**src/rtl/seg_xlate_pkg.sv**
```systemverilog
// Package: shared enums for the segmented paging translator.
// Assumes: one-bit fault cause, four-state request walker.
package seg_xlate_pkg;

    // Fault cause reported on a failed translation
    typedef enum logic {
        CAUSE_BOUNDS = 1'b0,
        CAUSE_PERM   = 1'b1
    } xl_cause_e;

    // Request walker states
    typedef enum logic [1:0] {
        ST_IDLE   = 2'd0,
        ST_LOOKUP = 2'd1,
        ST_WAIT   = 2'd2,
        ST_RESP   = 2'd3
    } xl_state_e;

endpackage

```
**src/rtl/seg_xlate_segtab.sv**
```systemverilog
// Module: segment register bank.
// Holds one table start address, page limit and read/write permission
// bit per segment. All entries reset to the unused state (limit 0, no
// permissions). A write replaces a whole entry. The read port is
// combinational on the selected index.
module seg_xlate_segtab #(
    parameter int SEG_W  = 4,
    parameter int PAGE_W = 8,
    parameter int PA_W   = 24
) (
    input  logic              clk,
    input  logic              rst_n,
    input  logic              wr_en,
    input  logic [SEG_W-1:0]  wr_idx,
    input  logic [PA_W-1:0]   wr_base,
    input  logic [PAGE_W-1:0] wr_limit,
    input  logic              wr_rd_ok,
    input  logic              wr_wr_ok,
    input  logic [SEG_W-1:0]  rd_idx,
    output logic [PA_W-1:0]   rd_base,
    output logic [PAGE_W-1:0] rd_limit,
    output logic              rd_rd_ok,
    output logic              rd_wr_ok
);
    localparam int NSEG = 1 << SEG_W;

    logic [PA_W-1:0]   base_q  [NSEG];
    logic [PAGE_W-1:0] limit_q [NSEG];
    logic [NSEG-1:0]   rok_q;
    logic [NSEG-1:0]   wok_q;

    for (genvar g = 0; g < NSEG; g++) begin : g_entry
        // Per-entry register: clear on reset, load on a matching write
        always_ff @(posedge clk) begin
            if (!rst_n) begin
                base_q[g]  <= '0;
                limit_q[g] <= '0;
                rok_q[g]   <= 1'b0;
                wok_q[g]   <= 1'b0;
            end else if (wr_en && (wr_idx == SEG_W'(g))) begin
                base_q[g]  <= wr_base;
                limit_q[g] <= wr_limit;
                rok_q[g]   <= wr_rd_ok;
                wok_q[g]   <= wr_wr_ok;
            end
        end
    end

    // Read mux for the segment under lookup
    always_comb begin
        rd_base  = base_q[rd_idx];
        rd_limit = limit_q[rd_idx];
        rd_rd_ok = rok_q[rd_idx];
        rd_wr_ok = wok_q[rd_idx];
    end

endmodule

```
**src/rtl/seg_xlate_guard.sv**
```systemverilog
// Module: limit and permission guard plus entry address generator.
// Purely combinational. A limit violation takes priority over a
// permission violation when both apply. The entry address is the
// table start plus the page index scaled by the entry size in bytes.
// Assumes: the entry size is a power of two in bytes.
module seg_xlate_guard
    import seg_xlate_pkg::*;
#(
    parameter int PAGE_W = 8,
    parameter int PA_W   = 24,
    parameter int PTE_W  = 16
) (
    input  logic [PAGE_W-1:0] page,
    input  logic              is_write,
    input  logic [PA_W-1:0]   base,
    input  logic [PAGE_W-1:0] limit,
    input  logic              rd_ok,
    input  logic              wr_ok,
    output logic              fault,
    output xl_cause_e         cause,
    output logic [PA_W-1:0]   pte_addr
);
    localparam int PTE_BYTES = PTE_W / 8;
    localparam int PTE_SHIFT = $clog2(PTE_BYTES);

    logic over_limit;
    logic no_perm;

    // Classify the access against the segment entry
    always_comb begin
        over_limit = (page > limit);
        no_perm    = is_write ? !wr_ok : !rd_ok;
        fault      = over_limit || no_perm;
        cause      = over_limit ? CAUSE_BOUNDS : CAUSE_PERM;
    end

    // Entry byte address inside the segment's page table
    always_comb begin
        pte_addr = base + (PA_W'(page) << PTE_SHIFT);
    end

endmodule

```
**src/rtl/seg_xlate_walker.sv**
```systemverilog
// Module: request walker.
// Accepts one request when idle and latches it. In the lookup cycle it
// either ends with a fault or issues a single entry read. One cycle
// later it joins the returned frame to the offset. It then presents the
// response for one cycle.
// Assumes: read data arrives exactly one cycle after mem_rd_en.
module seg_xlate_walker
    import seg_xlate_pkg::*;
#(
    parameter int SEG_W  = 4,
    parameter int PAGE_W = 8,
    parameter int OFF_W  = 12,
    parameter int PA_W   = 24,
    parameter int PTE_W  = 16,
    parameter int PFN_W  = 12
) (
    input  logic                   clk,
    input  logic                   rst_n,
    input  logic                   req_valid,
    output logic                   req_ready,
    input  logic [SEG_W+PAGE_W+OFF_W-1:0] req_vaddr,
    input  logic                   req_is_write,
    output logic [SEG_W-1:0]       cur_seg,
    output logic [PAGE_W-1:0]      cur_page,
    output logic                   cur_write,
    input  logic                   fault,
    input  xl_cause_e              cause,
    input  logic [PA_W-1:0]        pte_addr,
    output logic                   mem_rd_en,
    output logic [PA_W-1:0]        mem_rd_addr,
    input  logic [PTE_W-1:0]       mem_rd_data,
    output logic                   rsp_valid,
    output logic [PFN_W+OFF_W-1:0] rsp_paddr,
    output logic                   rsp_err,
    output logic                   rsp_cause
);
    localparam int VA_W = SEG_W + PAGE_W + OFF_W;

    xl_state_e               state_q;
    logic [VA_W-1:0]         va_q;
    logic                    wr_q;
    logic [PFN_W+OFF_W-1:0]  paddr_q;
    logic                    err_q;
    xl_cause_e               cause_q;
    logic                    accept;

    assign accept = req_valid && (state_q == ST_IDLE);

    // State sequencing: idle -> lookup -> (wait) -> response -> idle
    always_ff @(posedge clk) begin
        if (!rst_n) begin
            state_q <= ST_IDLE;
        end else begin
            case (state_q)
                ST_IDLE:   if (accept) state_q <= ST_LOOKUP;
                ST_LOOKUP: state_q <= fault ? ST_RESP : ST_WAIT;
                ST_WAIT:   state_q <= ST_RESP;
                default:   state_q <= ST_IDLE;
            endcase
        end
    end

    // Request capture on acceptance
    always_ff @(posedge clk) begin
        if (!rst_n) begin
            va_q <= '0;
            wr_q <= 1'b0;
        end else if (accept) begin
            va_q <= req_vaddr;
            wr_q <= req_is_write;
        end
    end

    // Response result: fault in lookup, or frame join after the read
    always_ff @(posedge clk) begin
        if (!rst_n) begin
            paddr_q <= '0;
            err_q   <= 1'b0;
            cause_q <= CAUSE_BOUNDS;
        end else if (state_q == ST_LOOKUP && fault) begin
            paddr_q <= '0;
            err_q   <= 1'b1;
            cause_q <= cause;
        end else if (state_q == ST_WAIT) begin
            paddr_q <= {mem_rd_data[PFN_W-1:0], va_q[OFF_W-1:0]};
            err_q   <= 1'b0;
            cause_q <= CAUSE_BOUNDS;
        end
    end

    // Upper entry bits carry no meaning for translation
    logic [PTE_W-PFN_W-1:0] pte_spare_unused;
    assign pte_spare_unused = mem_rd_data[PTE_W-1:PFN_W];

    // Output decode
    always_comb begin
        req_ready   = (state_q == ST_IDLE);
        cur_seg     = va_q[VA_W-1 -: SEG_W];
        cur_page    = va_q[OFF_W +: PAGE_W];
        cur_write   = wr_q;
        mem_rd_en   = (state_q == ST_LOOKUP) && !fault;
        mem_rd_addr = pte_addr;
        rsp_valid   = (state_q == ST_RESP);
        rsp_paddr   = paddr_q;
        rsp_err     = err_q;
        rsp_cause   = cause_q;
    end

endmodule

```
**src/rtl/seg_xlate_top.sv**
```systemverilog
// Module: segmented paging address translator, top level.
// Connects the segment register bank, the guard and the request walker.
// Assumes: a single outstanding request and a one-cycle memory read.
module seg_xlate_top
    import seg_xlate_pkg::*;
#(
    parameter int SEG_W  = 4,
    parameter int PAGE_W = 8,
    parameter int OFF_W  = 12,
    parameter int PA_W   = 24,
    parameter int PTE_W  = 16,
    parameter int PFN_W  = 12
) (
    input  logic                          clk,
    input  logic                          rst_n,
    input  logic                          cfg_we,
    input  logic [SEG_W-1:0]              cfg_idx,
    input  logic [PA_W-1:0]               cfg_pt_base,
    input  logic [PAGE_W-1:0]             cfg_limit,
    input  logic                          cfg_rd_ok,
    input  logic                          cfg_wr_ok,
    input  logic                          req_valid,
    output logic                          req_ready,
    input  logic [SEG_W+PAGE_W+OFF_W-1:0] req_vaddr,
    input  logic                          req_is_write,
    output logic                          mem_rd_en,
    output logic [PA_W-1:0]               mem_rd_addr,
    input  logic [PTE_W-1:0]              mem_rd_data,
    output logic                          rsp_valid,
    output logic [PFN_W+OFF_W-1:0]        rsp_paddr,
    output logic                          rsp_err,
    output logic                          rsp_cause
);
    logic [SEG_W-1:0]  cur_seg;
    logic [PAGE_W-1:0] cur_page;
    logic              cur_write;
    logic [PA_W-1:0]   seg_base;
    logic [PAGE_W-1:0] seg_limit;
    logic              seg_rd_ok;
    logic              seg_wr_ok;
    logic              fault;
    xl_cause_e         cause;
    logic [PA_W-1:0]   pte_addr;

    seg_xlate_segtab #(
        .SEG_W(SEG_W), .PAGE_W(PAGE_W), .PA_W(PA_W)
    ) u_segtab (
        .clk      (clk),
        .rst_n    (rst_n),
        .wr_en    (cfg_we),
        .wr_idx   (cfg_idx),
        .wr_base  (cfg_pt_base),
        .wr_limit (cfg_limit),
        .wr_rd_ok (cfg_rd_ok),
        .wr_wr_ok (cfg_wr_ok),
        .rd_idx   (cur_seg),
        .rd_base  (seg_base),
        .rd_limit (seg_limit),
        .rd_rd_ok (seg_rd_ok),
        .rd_wr_ok (seg_wr_ok)
    );

    seg_xlate_guard #(
        .PAGE_W(PAGE_W), .PA_W(PA_W), .PTE_W(PTE_W)
    ) u_guard (
        .page     (cur_page),
        .is_write (cur_write),
        .base     (seg_base),
        .limit    (seg_limit),
        .rd_ok    (seg_rd_ok),
        .wr_ok    (seg_wr_ok),
        .fault    (fault),
        .cause    (cause),
        .pte_addr (pte_addr)
    );

    seg_xlate_walker #(
        .SEG_W(SEG_W), .PAGE_W(PAGE_W), .OFF_W(OFF_W),
        .PA_W(PA_W), .PTE_W(PTE_W), .PFN_W(PFN_W)
    ) u_walker (
        .clk          (clk),
        .rst_n        (rst_n),
        .req_valid    (req_valid),
        .req_ready    (req_ready),
        .req_vaddr    (req_vaddr),
        .req_is_write (req_is_write),
        .cur_seg      (cur_seg),
        .cur_page     (cur_page),
        .cur_write    (cur_write),
        .fault        (fault),
        .cause        (cause),
        .pte_addr     (pte_addr),
        .mem_rd_en    (mem_rd_en),
        .mem_rd_addr  (mem_rd_addr),
        .mem_rd_data  (mem_rd_data),
        .rsp_valid    (rsp_valid),
        .rsp_paddr    (rsp_paddr),
        .rsp_err      (rsp_err),
        .rsp_cause    (rsp_cause)
    );

endmodule

```
**config.mk**
```make
export PLATFORM = sky130hd
export DESIGN_NAME = seg_xlate_top
export DESIGN_NICKNAME = d
export VERILOG_FILES = /design/src/rtl/seg_xlate_pkg.sv /design/src/rtl/seg_xlate_segtab.sv /design/src/rtl/seg_xlate_guard.sv /design/src/rtl/seg_xlate_walker.sv /design/src/rtl/seg_xlate_top.sv
export SDC_FILE = /design/constraint.sdc
export NUM_CORES = 1
export LEC_CHECK = 0
export ABC_CLOCK_PERIOD_IN_PS = 4800
export CAP_MARGIN = 10
export CORE_UTILIZATION = 40
export CTS_CLUSTER_DIAMETER = 50
export CTS_CLUSTER_SIZE = 24
export DETAILED_ROUTE_END_ITERATION = 16
export SLEW_MARGIN = 40
export SYNTH_ARGS = -nofsm -noshare
export SYNTH_HDL_FRONTEND = slang
export SYNTH_SLANG_ARGS = --single-unit
```
**constraint.sdc**
```tcl
create_clock -name clk -period 4.8 [get_ports clk]
set_input_delay 0.72 -clock clk [delete_from_list [all_inputs] [get_ports clk]]
set_output_delay 0.72 -clock clk [all_outputs]
set_load 0.03 [all_outputs]
```
==> results.yml <==
sta:
  fmax_ghz: 0.197
  setup_viol: 13
  tightest_slew_ps: 789
  slew_headroom: 0.472
  rsz0062_at_grt: "true"
  post-route-period-util: 1.06
  fin_crit_ps: 5090
  setup_tns_ps: -2520
  setup_ws_ps: -287
  slew_violations: 0
  timing.hold.ws_ps: 466
  hold_viol: 0
  fin_worst_skew_ps: 21.9
synth:
  synth.area.top_cells: "edfxtp_1 56%, and2_1 12%, mux4_2 12%"
  synth_nets: 1935
  synthSimpleGateAreaFrac: 0.150
  synth_area_sq_mm: 0.0274
  synth_cell_types: 61
  synth_ff_type: "edfxtp_1"
  async_reset_ff_frac: 0
  yosysTopAreaCellShare: 0.562
  postSynthAreaPerCell_sq_um: 14.9
  synth_warnings: 0
  synth_area_leader_cell: "edfxtp_1"
  synthXorXnorAreaFrac: 0.00576
  syn_inst: 1831
  synth_fa_ha_area_frac: 0.00988
  yosys-top-cells-count: "515 x and2_1, 512 x edfxtp_1, 142 x mux4_2"
  synth_compound_area_frac: 0.0391
  synth_top_family_by_area: "simple AND/OR/NAND/NOR gates"
  ys_seq_area_frac: 0.627
  yosysMostFrequentCell: "and2_1"
  synth_mux_area_frac: 0.140
  ys_ff_latch: 601
  synth-edff-count: 512
power:
  vdd_drop_max_v: 0.000239
  total_leakage_power_nw: 11.7
  p_per_area_mw_per_mm2: 440
  finalPower_w: 0.0145
flow_run:
  drv_cap: 0
placed_design:
  gp_congestion: 0.787
  port-buffer-count: 131
  dpl.hpwl_microns: 44200
  placed_cells: 2762
die:
  rows: 95
  initial_core_util: 0.406
  dieArea_sq_mm: 0.0694
  die_w_microns: 263
  die_h_microns: 263
  core-area_sq_mm: 0.0674
  ios: 136
worst_setup_path:
  worstPathRequired_ps: 4080
  reg2reg_setup_slack_ps: 1180
  r2r-end: "u_walker.rsp_cause"
  worstRegToRegCells: 13
  startpoint_type: "register"
  path_buf_inv: 4
  crit_path_max_fanout: 6
  critical_path_class: "reg -> out"
  crit_slowest_cell: "mux4_2"
  cp_cell_sequence: "buf_6 > mux4_2 > mux4_2 > ha_4 > fa_2 > a211o_1 > o211ai_1 > a21oi_2 > o31ai_2 > buf_4 > or2_4 > buf_4 > nor3_4 > xnor2_4 > buf_12"
  crit_family: "multiplexers"
  cp.arrival_ps: 4370
  cp_slowest_stage_delay_ps: 530
  critPathCaptureType: "output port"
min_path:
  min_to: "u_walker.va_q[6]"
  holdCritStartpoint: "u_walker.va_q[6]"
  whs_path_depth: 2
  hold_class: "reg -> reg"
cts:
  cts_tree: "built"
  clk_pin_slew_ps: 60
  cts_max_level: 3
  clk_latency_ps: 600
  cts_root_buf: "clkbuf_16"
  cts_sinks: 601
  clock_path_buffers: 3
  hold_buffers: 0
  cts_buffers: 67
cells_and_area:
  fin_nets: 2093
  instances_no_fill: 2915
  syn_to_final_growth_pct: 20.8
  fill_cells: 5688
  layout-drive-gt1-share: 0.240
routing:
  ant_nets: 0
  avgViaCountPerCell: 5.52
  drt_iter0_markers: 1579
  first_pass_iters: 7
  drc: 0
  wl_per_cell_microns: 26.0
  vias: 16100
  drt-total-wl_microns: 75700
global_routing:
  antenna_found_initial: 6
  overflow: 0
  grt_pass1_wl_microns: 110000
  grt_util_all_layers: 0.219
  grt_max_degree: 75
  grt_pass1_vias: 16700
status:
  violations: "setup timing"
  status: "complete, but fails checks"
-- what timing repair did --
action | in CTS | in global routing
cloned | 3 | 2
buffers inserted | 20 | 13
resized for setup | 52 | 25
hold endpoints to repair | 0 | 0
pin swaps | 22 | 14
endpoints found under the setup margin | 15 | 15
-- worst reg2reg max path: stages (launching register included) --
cell      delay [ps]
dfxtp_4          430
buf_12           160
buf_4            420
mux4_2           590
mux4_2           460
ha_1             190
nor2b_1          100
o21a_1           110
o21a_1           100
o21bai_1          70
a21oi_2          300
o21ai_2          110
buf_4            210
a41o_1           250
-- logic make-up (layout without fill, tap and decap cells) --
kind of cell,after synthesis,count (layout)
AND/OR/NAND/NOR,691,691
flip-flops,601,601
multiplexers,189,189
buffers and inverters,177,387
AO/OA/AOI/OAI,134,134
adder cells (fa/ha/maj),21,21
XOR/XNOR,18,18
other,0,1
-- final cells by class --
cell class              count  area, sq um  area share
flip-flops and latches    601        17200       0.520
multi-input cells        1053         9870       0.299
repair buffers            235         2490      0.0755
clock buffers              80         1840      0.0557
well taps                 873         1090      0.0331
clock inverters            41          443      0.0134
inverters                  31          126     0.00382
diodes                      1         2.50   0.0000757
-- placed cells by master (no fill, tap or decap), types with 24 or more instances in the layout --
master and n:
mux2_2 24, clkbuf_16 74, edfxtp_1 512, mux4_2 142, a22o_1 38, nand2_1 70, and2_1 514, clkdlybuf4s50_1 110
dfxtp_1 84, a21boi_0 26, and3_1 24, buf_4 82, buf_12 25
-- flip-flops by register name, summed over array words and instances (netlist names), named ones only --
name                flops
u_segtab.limit_q      128
u_segtab.base_q       384
u_segtab.wok_q         16
u_walker.rsp_err        1
u_walker.va_q          24
u_walker.rsp_cause      1
u_walker.cur_write      1
u_segtab.rok_q         16
u_walker.rsp_paddr     24
u_walker.state_q        2
-- how the worst max path moves through the flow --
stage / startpoint / end / slack [ps] / cells after the start
after detailed placement: register / mem_rd_addr[17] / 100 / 14
after CTS: register / mem_rd_addr[17] / -320 / 16
after floorplan: register / mem_rd_addr[21] / 20 / 16
after global placement: register / mem_rd_addr[17] / 110 / 14
after global routing: register / mem_rd_addr[21] / -450 / 15
final: register / mem_rd_addr[21] / -290 / 15
-- where the power goes --
group / switching, W / internal (W)
Combinational: 0.00161 / 0.00145
Clock: 0.00220 / 0.00311
Sequential: 0.000169 / 0.00600
Total: 0.00398 / 0.0106
-- per-layer routing --
layer,vias up,part of all wire,track usage
met3,116,0.061,0.0385
met4,6,0.026,0.0732
met5,-,0.00052,0
met1,8359,0.40,0.278
li1,7066,-,-
met2,539,0.51,0.378
-- metrics by stage --
| stage | setup WS [ps] | instance area [sq um] | utilization |
|---|---|---|---|
| global route | -451 | 33000 | 0.490 |
| floorplan | 18.7 | 27500 | - |
| finish | -287 | 33000 | 0.490 |
| detailed placement | 96.4 | 30000 | 0.446 |
| CTS | -315 | 32900 | 0.488 |
| global placement | 107 | 30000 | 0.445 |
Note: power is estimated with default switching activity, not from simulation.
